==> config.mk <==
export PLATFORM = sky130hd
export DESIGN_NAME = tri_bank_irq_ctrl
export DESIGN_NICKNAME = d
export VERILOG_FILES = /design/src/rtl/irq_ctrl_pkg.sv /design/src/rtl/irq_en_bank.sv /design/src/rtl/irq_summary.sv /design/src/rtl/tri_bank_irq_ctrl.sv
export SDC_FILE = /design/constraint.sdc
export NUM_CORES = 1
export LEC_CHECK = 0
export BUFFER_PORTS_ARGS = -buffer_cell sky130_fd_sc_hd__buf_2
export CAP_MARGIN = 20
export CORE_MARGIN = 1
export CORE_UTILIZATION = 30
export CTS_BUF_LIST = sky130_fd_sc_hd__clkbuf_2 sky130_fd_sc_hd__clkbuf_4 sky130_fd_sc_hd__clkbuf_8
export DETAILED_ROUTE_END_ITERATION = 7
export RECOVER_POWER = 25
export SLEW_MARGIN = 20
export SYNTH_ARGS = -nofsm -noshare
export SYNTH_HDL_FRONTEND = slang
export SYNTH_SLANG_ARGS = --single-unit
==> constraint.sdc <==
create_clock -name clk_i -period 2 [get_ports clk_i]
set_input_delay 0.4 -clock clk_i [delete_from_list [all_inputs] [get_ports clk_i]]
set_output_delay 0.4 -clock clk_i [all_outputs]
set_load 0.03 [all_outputs]
==> src/rtl/irq_ctrl_pkg.sv <==
package irq_ctrl_pkg;
  localparam int DATA_W   = 32;
  localparam int ADDR_W   = 6;
  localparam int BASIC_W  = 8;
  localparam int BANK_W   = 32;
  localparam int N_SHORT_A = 5;
  localparam int N_SHORT_B = 6;
  localparam int FLAG_A_BIT  = BASIC_W;
  localparam int FLAG_B_BIT  = BASIC_W + 1;
  localparam int SHORT_A_LSB = BASIC_W + 2;
  localparam int SHORT_B_LSB = SHORT_A_LSB + N_SHORT_A;
  localparam int SUM_USED    = SHORT_B_LSB + N_SHORT_B;

  // bank bit positions mirrored into the summary word, in summary order
  localparam int SHORT_A_POS [N_SHORT_A] = '{7, 9, 10, 18, 19};
  localparam int SHORT_B_POS [N_SHORT_B] = '{21, 22, 23, 24, 25, 30};

  // word index = byte address >> 2
  typedef enum logic [3:0] {
    W_SUMMARY  = 4'd0,
    W_STAT_A   = 4'd1,
    W_STAT_B   = 4'd2,
    W_RESERVED = 4'd3,
    W_SET_A    = 4'd4,
    W_SET_B    = 4'd5,
    W_SET_BAS  = 4'd6,
    W_CLR_A    = 4'd7,
    W_CLR_B    = 4'd8,
    W_CLR_BAS  = 4'd9
  } reg_word_e;
endpackage

==> src/rtl/irq_en_bank.sv <==
module irq_en_bank #(
  parameter int W = 32
) (
  input  logic         clk_i,
  input  logic         rst_ni,
  input  logic         set_i,
  input  logic         clr_i,
  input  logic [W-1:0] mask_i,
  input  logic [W-1:0] src_i,
  output logic [W-1:0] en_o,
  output logic [W-1:0] pend_o
);
  logic [W-1:0] en_q;

  always_ff @(posedge clk_i or negedge rst_ni) begin
    if (!rst_ni)     en_q <= '0;
    else if (set_i)  en_q <= en_q | mask_i;
    else if (clr_i)  en_q <= en_q & ~mask_i;
  end

  assign en_o   = en_q;
  assign pend_o = src_i & en_q;


  en_set_chk: assert property (@(posedge clk_i) disable iff (!rst_ni)
    (set_i && !clr_i) |=> ((en_q & $past(mask_i)) == $past(mask_i)));

  en_clr_chk: assert property (@(posedge clk_i) disable iff (!rst_ni)
    (clr_i && !set_i) |=> ((en_q & $past(mask_i)) == '0));

  en_hold_chk: assert property (@(posedge clk_i) disable iff (!rst_ni)
    (!set_i && !clr_i) |=> $stable(en_q));
endmodule

==> src/rtl/irq_summary.sv <==
module irq_summary
  import irq_ctrl_pkg::*;
(
  input  logic              clk_i,
  input  logic              rst_ni,
  input  logic [BASIC_W-1:0] pend_basic_i,
  input  logic [BANK_W-1:0]  pend_a_i,
  input  logic [BANK_W-1:0]  pend_b_i,
  output logic [DATA_W-1:0]  sum_o
);
  always_comb begin
    sum_o = '0;
    sum_o[BASIC_W-1:0] = pend_basic_i;
    sum_o[FLAG_A_BIT]  = |pend_a_i;
    sum_o[FLAG_B_BIT]  = |pend_b_i;
    for (int i = 0; i < N_SHORT_A; i++) sum_o[SHORT_A_LSB+i] = pend_a_i[SHORT_A_POS[i]];
    for (int i = 0; i < N_SHORT_B; i++) sum_o[SHORT_B_LSB+i] = pend_b_i[SHORT_B_POS[i]];
  end

  // a mirrored bit never shows without its bank flag
  short_a_flag_chk: assert property (@(posedge clk_i) disable iff (!rst_ni)
    (|sum_o[SHORT_B_LSB-1:SHORT_A_LSB]) |-> sum_o[FLAG_A_BIT]);

  short_b_flag_chk: assert property (@(posedge clk_i) disable iff (!rst_ni)
    (|sum_o[SUM_USED-1:SHORT_B_LSB]) |-> sum_o[FLAG_B_BIT]);

  sum_upper_chk: assert property (@(posedge clk_i) disable iff (!rst_ni)
    sum_o[DATA_W-1:SUM_USED] == '0);
endmodule

==> src/rtl/tri_bank_irq_ctrl.sv <==
module tri_bank_irq_ctrl
  import irq_ctrl_pkg::*;
(
  input  logic        clk_i,
  input  logic        rst_ni,
  input  logic [7:0]  src_basic_i,
  input  logic [31:0] src_bank_a_i,
  input  logic [31:0] src_bank_b_i,
  input  logic        reg_we_i,
  input  logic [5:0]  reg_addr_i,
  input  logic [31:0] reg_wdata_i,
  output logic [31:0] reg_rdata_o,
  output logic        irq_o
);
  localparam int NGRP = 3;
  localparam int GRP_BAS = 0, GRP_A = 1, GRP_B = 2;

  reg_word_e word;
  assign word = reg_word_e'(reg_addr_i[ADDR_W-1:2]);

  logic [NGRP-1:0] set_s, clr_s;
  assign set_s[GRP_BAS] = reg_we_i && word == W_SET_BAS;
  assign set_s[GRP_A]   = reg_we_i && word == W_SET_A;
  assign set_s[GRP_B]   = reg_we_i && word == W_SET_B;
  assign clr_s[GRP_BAS] = reg_we_i && word == W_CLR_BAS;
  assign clr_s[GRP_A]   = reg_we_i && word == W_CLR_A;
  assign clr_s[GRP_B]   = reg_we_i && word == W_CLR_B;

  logic [BASIC_W-1:0] en_bas, pend_bas;
  logic [BANK_W-1:0]  en_a, pend_a, en_b, pend_b;
  logic [DATA_W-1:0]  sum;

  irq_en_bank #(.W(BASIC_W)) u_bank_bas (
    .clk_i, .rst_ni, .set_i(set_s[GRP_BAS]), .clr_i(clr_s[GRP_BAS]),
    .mask_i(reg_wdata_i[BASIC_W-1:0]), .src_i(src_basic_i),
    .en_o(en_bas), .pend_o(pend_bas));

  irq_en_bank #(.W(BANK_W)) u_bank_a (
    .clk_i, .rst_ni, .set_i(set_s[GRP_A]), .clr_i(clr_s[GRP_A]),
    .mask_i(reg_wdata_i[BANK_W-1:0]), .src_i(src_bank_a_i),
    .en_o(en_a), .pend_o(pend_a));

  irq_en_bank #(.W(BANK_W)) u_bank_b (
    .clk_i, .rst_ni, .set_i(set_s[GRP_B]), .clr_i(clr_s[GRP_B]),
    .mask_i(reg_wdata_i[BANK_W-1:0]), .src_i(src_bank_b_i),
    .en_o(en_b), .pend_o(pend_b));

  irq_summary u_summary (
    .clk_i, .rst_ni, .pend_basic_i(pend_bas), .pend_a_i(pend_a),
    .pend_b_i(pend_b), .sum_o(sum));

  assign irq_o = (|pend_bas) | (|pend_a) | (|pend_b);

  always_comb begin
    reg_rdata_o = '0;
    unique case (word)
      W_SUMMARY: reg_rdata_o = sum;
      W_STAT_A:  reg_rdata_o = pend_a;
      W_STAT_B:  reg_rdata_o = pend_b;
      W_SET_A:   reg_rdata_o = en_a;
      W_SET_B:   reg_rdata_o = en_b;
      W_SET_BAS: reg_rdata_o[BASIC_W-1:0] = en_bas;
      default:   reg_rdata_o = '0;
    endcase
  end

  // the line agrees with the summary's basic bits and bank flags
  irq_vs_sum_chk: assert property (@(posedge clk_i) disable iff (!rst_ni)
    irq_o == (sum[FLAG_B_BIT:0] != '0));

  one_strobe_chk: assert property (@(posedge clk_i) disable iff (!rst_ni)
    $countones({set_s, clr_s}) <= 1);
endmodule

After elaboration in Yosys (flattened, before gate mapping):

Cells that the tools add are included.

* $add $sub $neg: 0
* multiply operators: 0
* divide/modulo/power cells: 0
* $lt $le $gt $ge: 0
* equality and inequality tests: 8
* shift operators: 0
* mux-type cells: 8
* bitwise gates (word level): 13
* reduce and logical (&&, ||, !) cells: 13

Operator list (number)
* 32-bit bitwise AND: 4
* 32-bit two-way mux: 4
* 24-bit case mux with 5 select lines: 1
* 32-bit OR: 2
* 32-bit OR reduction: 2
* 8-bit case mux with 6 select lines: 1
* 32-bit NOT: 1
* 8-bit bitwise AND: 2
* 4-bit by 3-bit equality test with 1-bit output (second input constant): 4
* 8-bit two-way mux: 2
* 4-bit equality test (second input constant): 2
* 8-bit NOT: 1
* 8-bit OR: 1
* 8-bit OR reduction: 1
* 1-bit logical AND: 6
* 2-bit nonzero test: 3
* 4-bit by 1-bit equality test with 1-bit output (second input constant): 1
* 4-bit by 2-bit equality test with 1-bit output (second input constant): 1
* 4-bit logical NOT: 1
* 1-bit OR: 2

* register bits: 72
* latch bits: 0
* RAM bits: 0
* bits in read-only memories: 0
* output and inout bits: 33
* logic and storage cells: 45
* memories kept: 0

Depth between registers and ports, before layout:

* depth after elaboration: 4
* mapped depth: 6
* gate-level depth less buffers: 5

By module:

Synthesis repeated with hierarchy kept, for this count alone.

* cells, all modules: 515
* area total of the unflattened synthesis: 4709.5 um^2

Modules (own cells, without submodules)
* irq_en_bank at u_bank_a ...: instances 2, cells each 134, area each 1450.1 um^2
* tri_bank_irq_ctrl: instances 1, cells each 160, area each 1061.0 um^2
* irq_summary: instances 1, cells each 53, area each 379.1 um^2
* irq_en_bank at u_bank_bas: instances 1, cells each 34, area each 369.1 um^2

Least setup slack after synthesis:

No wires, ideal clock.

* path kind: in2out
* start point: input reg_addr_i[2]
* end point: output reg_rdata_o[1]
* arrival time: 1974 ps
* setup slack: -374 ps
* stages: 5
* path buffers: 1
* cell sequence: nand2b_1 nor3_1 clkbuf_1 a21oi_1 o21ai_0

* longest elaborated chain between the ends: 2
* elaborated cells between the ends (all ways): 7
* those cells by class: eq/ne (5); mux (1); reduce/logical (1)

Ends and longest elaborated chain
* start: declaration: line tri_bank_irq_ctrl.sv:10 `input logic [5:0] reg_addr_i,`
* 4-bit by 3-bit equality test with 1-bit output, or another cell as far along: line tri_bank_irq_ctrl.sv:56 `unique case (word)`
* 8-bit case mux with 6 select lines *: line tri_bank_irq_ctrl.sv:56
* end: declaration: line tri_bank_irq_ctrl.sv:12 `output logic [31:0] reg_rdata_o,`

Mark *: on every way between the ends. The rest lies on a longest branch, timed or not.

==> metrics.yaml <==
timing:
  relSlewSlack_pct: -15.7
  finalSetupViolCount: 29
  finClkSkew_ns: 0
  period_share_pct: 138
  slew_violations: 73
  rsz0062_at_grt: "yes"
  finalWorstPathRequiredPeriod_ns: 2.76
  tightest_slew_ns: 1.74
  hold_violations: 0
  setup_ws_ns: -0.755
  fmax_mhz: 363
drt:
  wire_per_inst_um: 21.4
  drtIter0Drc: 442
  drt-total-wl_um: 19600
  drc: 0
  vias: 5079
  vias_per_cell: 5.54
  first_pass_iters: 5
  postRouteAntennaNets: 0
layout:
  finalInstanceArea_mm2: 0.00755
  drive_gt1_share_pct: 57.1
  syn2layout_area_growth_pct: 76.5
  final_core_util_pct: 54.4
  final_nets: 845
die:
  floorplan.initialDensity_pct: 30.8
  fp.dieW_um: 121
  rows: 43
  die_y_um: 121
  die_area_mm2: 0.0147
  io_pins: 146
  fp.coreArea_mm2: 0.0139
grt:
  grt_overflow: 0
  grtUsageTotal_pct: 27.2
  grt_pass1_wl_um: 29600
  first_global_vias: 5218
  grt_max_degree: 73
  antenna_found_initial: 2
clock_tree:
  cts_made_buffers: 9
  h-tree-depth: 3
  cts-root-buf: "clkbuf_8"
  cts.path.max_buffers: 2
  cts_hold_buf: 0
  clk_pin_slew_ns: 0.07
  clock-sinks: 72
  clkLatencyLatePin_ns: 0.37
  cts_tree: "yes"
yosys:
  yosysSeqAreaShare_pct: 42.1
  syn_area_mm2: 0.00428
  ys_types: 30
  yosysWarningCount: 0
  synthesis.instances: 459
  synth_nets: 572
  syn_avg_cell_area_um2: 9.31
  synth_common_cells: "nand2_1 (80), dfrtp_1 (72), a22o_1 (48)"
  yosysTopAreaCell: "dfrtp_1"
  synth_most_common_cell: "nand2_1"
  synthArstFlopShare_pct: 100
  synthFlopType: "dfrtp_1"
  synth_edf_count: 0
  synth_seq_cells: 72
  yosys-top-cells-area: "dfrtp_1 (42%), a22o_1 (9.8%), mux2_2 (8.4%), nand2_1 (7.0%), a32oi_1 (5.5%)"
  synth_top_area_share_pct: 42.1
setup_path:
  end_kind: "output pin"
  crit_fanout: 2
  startpoint_type: "register"
  crit_type: "register to output pin"
  cp.required_ns: 1.60
  worst-endpoint-arrival_ns: 2.36
pwr:
  leakagePower_nw: 3.77
  power_mw: 4.44
  vdd_ir_drop_max_uv: 325
  p_per_area_mw_per_mm2: 588
placement:
  gp_congestion: 0.914
  io_buffers: 143
  placed_area_mm2: 0.00632
  hpwlAfterDp_um: 13600
job:
  maxCapViolations: 1
outcome:
  status: "complete, but fails checks"
  failed_checks: "capacitance limit, slew limit, setup timing"
worst_hold_path:
  worstHoldPathType: "primary input to register"
==> worst max-delay path: stages (launching register included) <==
cell	delay, ns
dfrtp_1	0.39
a22o_1	0.22
a221oi_2	0.21
nand3_1	0.15
or4_4	0.46
or3_4	0.42
buf_6	0.15
==> per-layer routing <==
layer  up-vias  part of all wire, %  track usage (%)
li1       2293                    -                -
met1      2512                   43             35.9
met2       240                   47             43.9
met3        34                  8.1             7.28
met4         0                  1.7             6.33
met5         -                    0                0
==> final cells by class <==
cell class,instances,area (um2)
Fill cell,1234,6330
Multi-Input combinational cell,333,2780
Timing Repair Buffer,289,2470
Sequential cell,72,1800
Tap cell,180,225
Clock buffer,12,159
Inverter,27,101
Clock inverter,1,5.00
Antenna cell,2,5.00
==> cell usage in the layout (no fill, tap or decap), drive strengths merged <==
cell type and count:
nand4 4, a22o 48, clkbuf 13, nand3 4
a21oi 29, nand2 80, nor2b 2, nor2 5
a32oi 27, o21ai 18, nor4 1, nor3 4
o22ai 4, nand3b 2, inv 27, a221o 2
dfrtp 72, or4 1, a221oi 8, a22oi 27
nand2b 3, clkinv 1, a21o 27, or3 2
buf 288, diode 2, mux2 32, o211ai 1
and2 2
==> final timing paths <==
path / cells after the start / from / to / slack (ns)
worst min register to register: 1 / register / register / 0.54
max in group asynchronous: 2 / rst_ni / async pin / 0.38
worst min-delay path: 2 / reg_wdata_i[14] / register / 0.29
worst max register to register: 2 / register / register / 1.06
worst max-delay path: 6 / register / irq_o / -0.76
min in group asynchronous: 2 / rst_ni / async pin / 0.58
==> metrics by stage <==
stage | cells | setup WS, ns | TNS (ns) | hold slack (ns)
after CTS | 916 | -0.739 | -3.45 | 0.0723
after detailed placement | 875 | -0.607 | -5.49 | 0.471
after global routing | 914 | -0.825 | -4.87 | 0.281
after floorplan | 459 | -0.152 | -0.437 | 0.104
final | 916 | -0.755 | -3.17 | 0.290
after global placement | 875 | -0.565 | -5.23 | 0.467
==> power by group <==
group | internal (mW) | switching (mW)
sequential | 1.67 | 0.164
combinational | 0.804 | 0.733
clock | 0.510 | 0.560
==> timing repair <==
action / in CTS / in global routing
resized for setup: 145 / 37
pin swaps: 60 / 53
cloned: 7 / 1
setup endpoints to repair: 33 / 33
setup buffers: 21 / 2
==> cell families after synthesis <==
group	count (synthesis)	synth area share, %
muxes	32	8.43
DFF	72	42.1
buffers and inverters	54	5.03
and+or+nand+nor	110	11.0
AOI/OAI and AO/OA	191	33.4
Note: power is estimated with default switching activity, not from simulation.
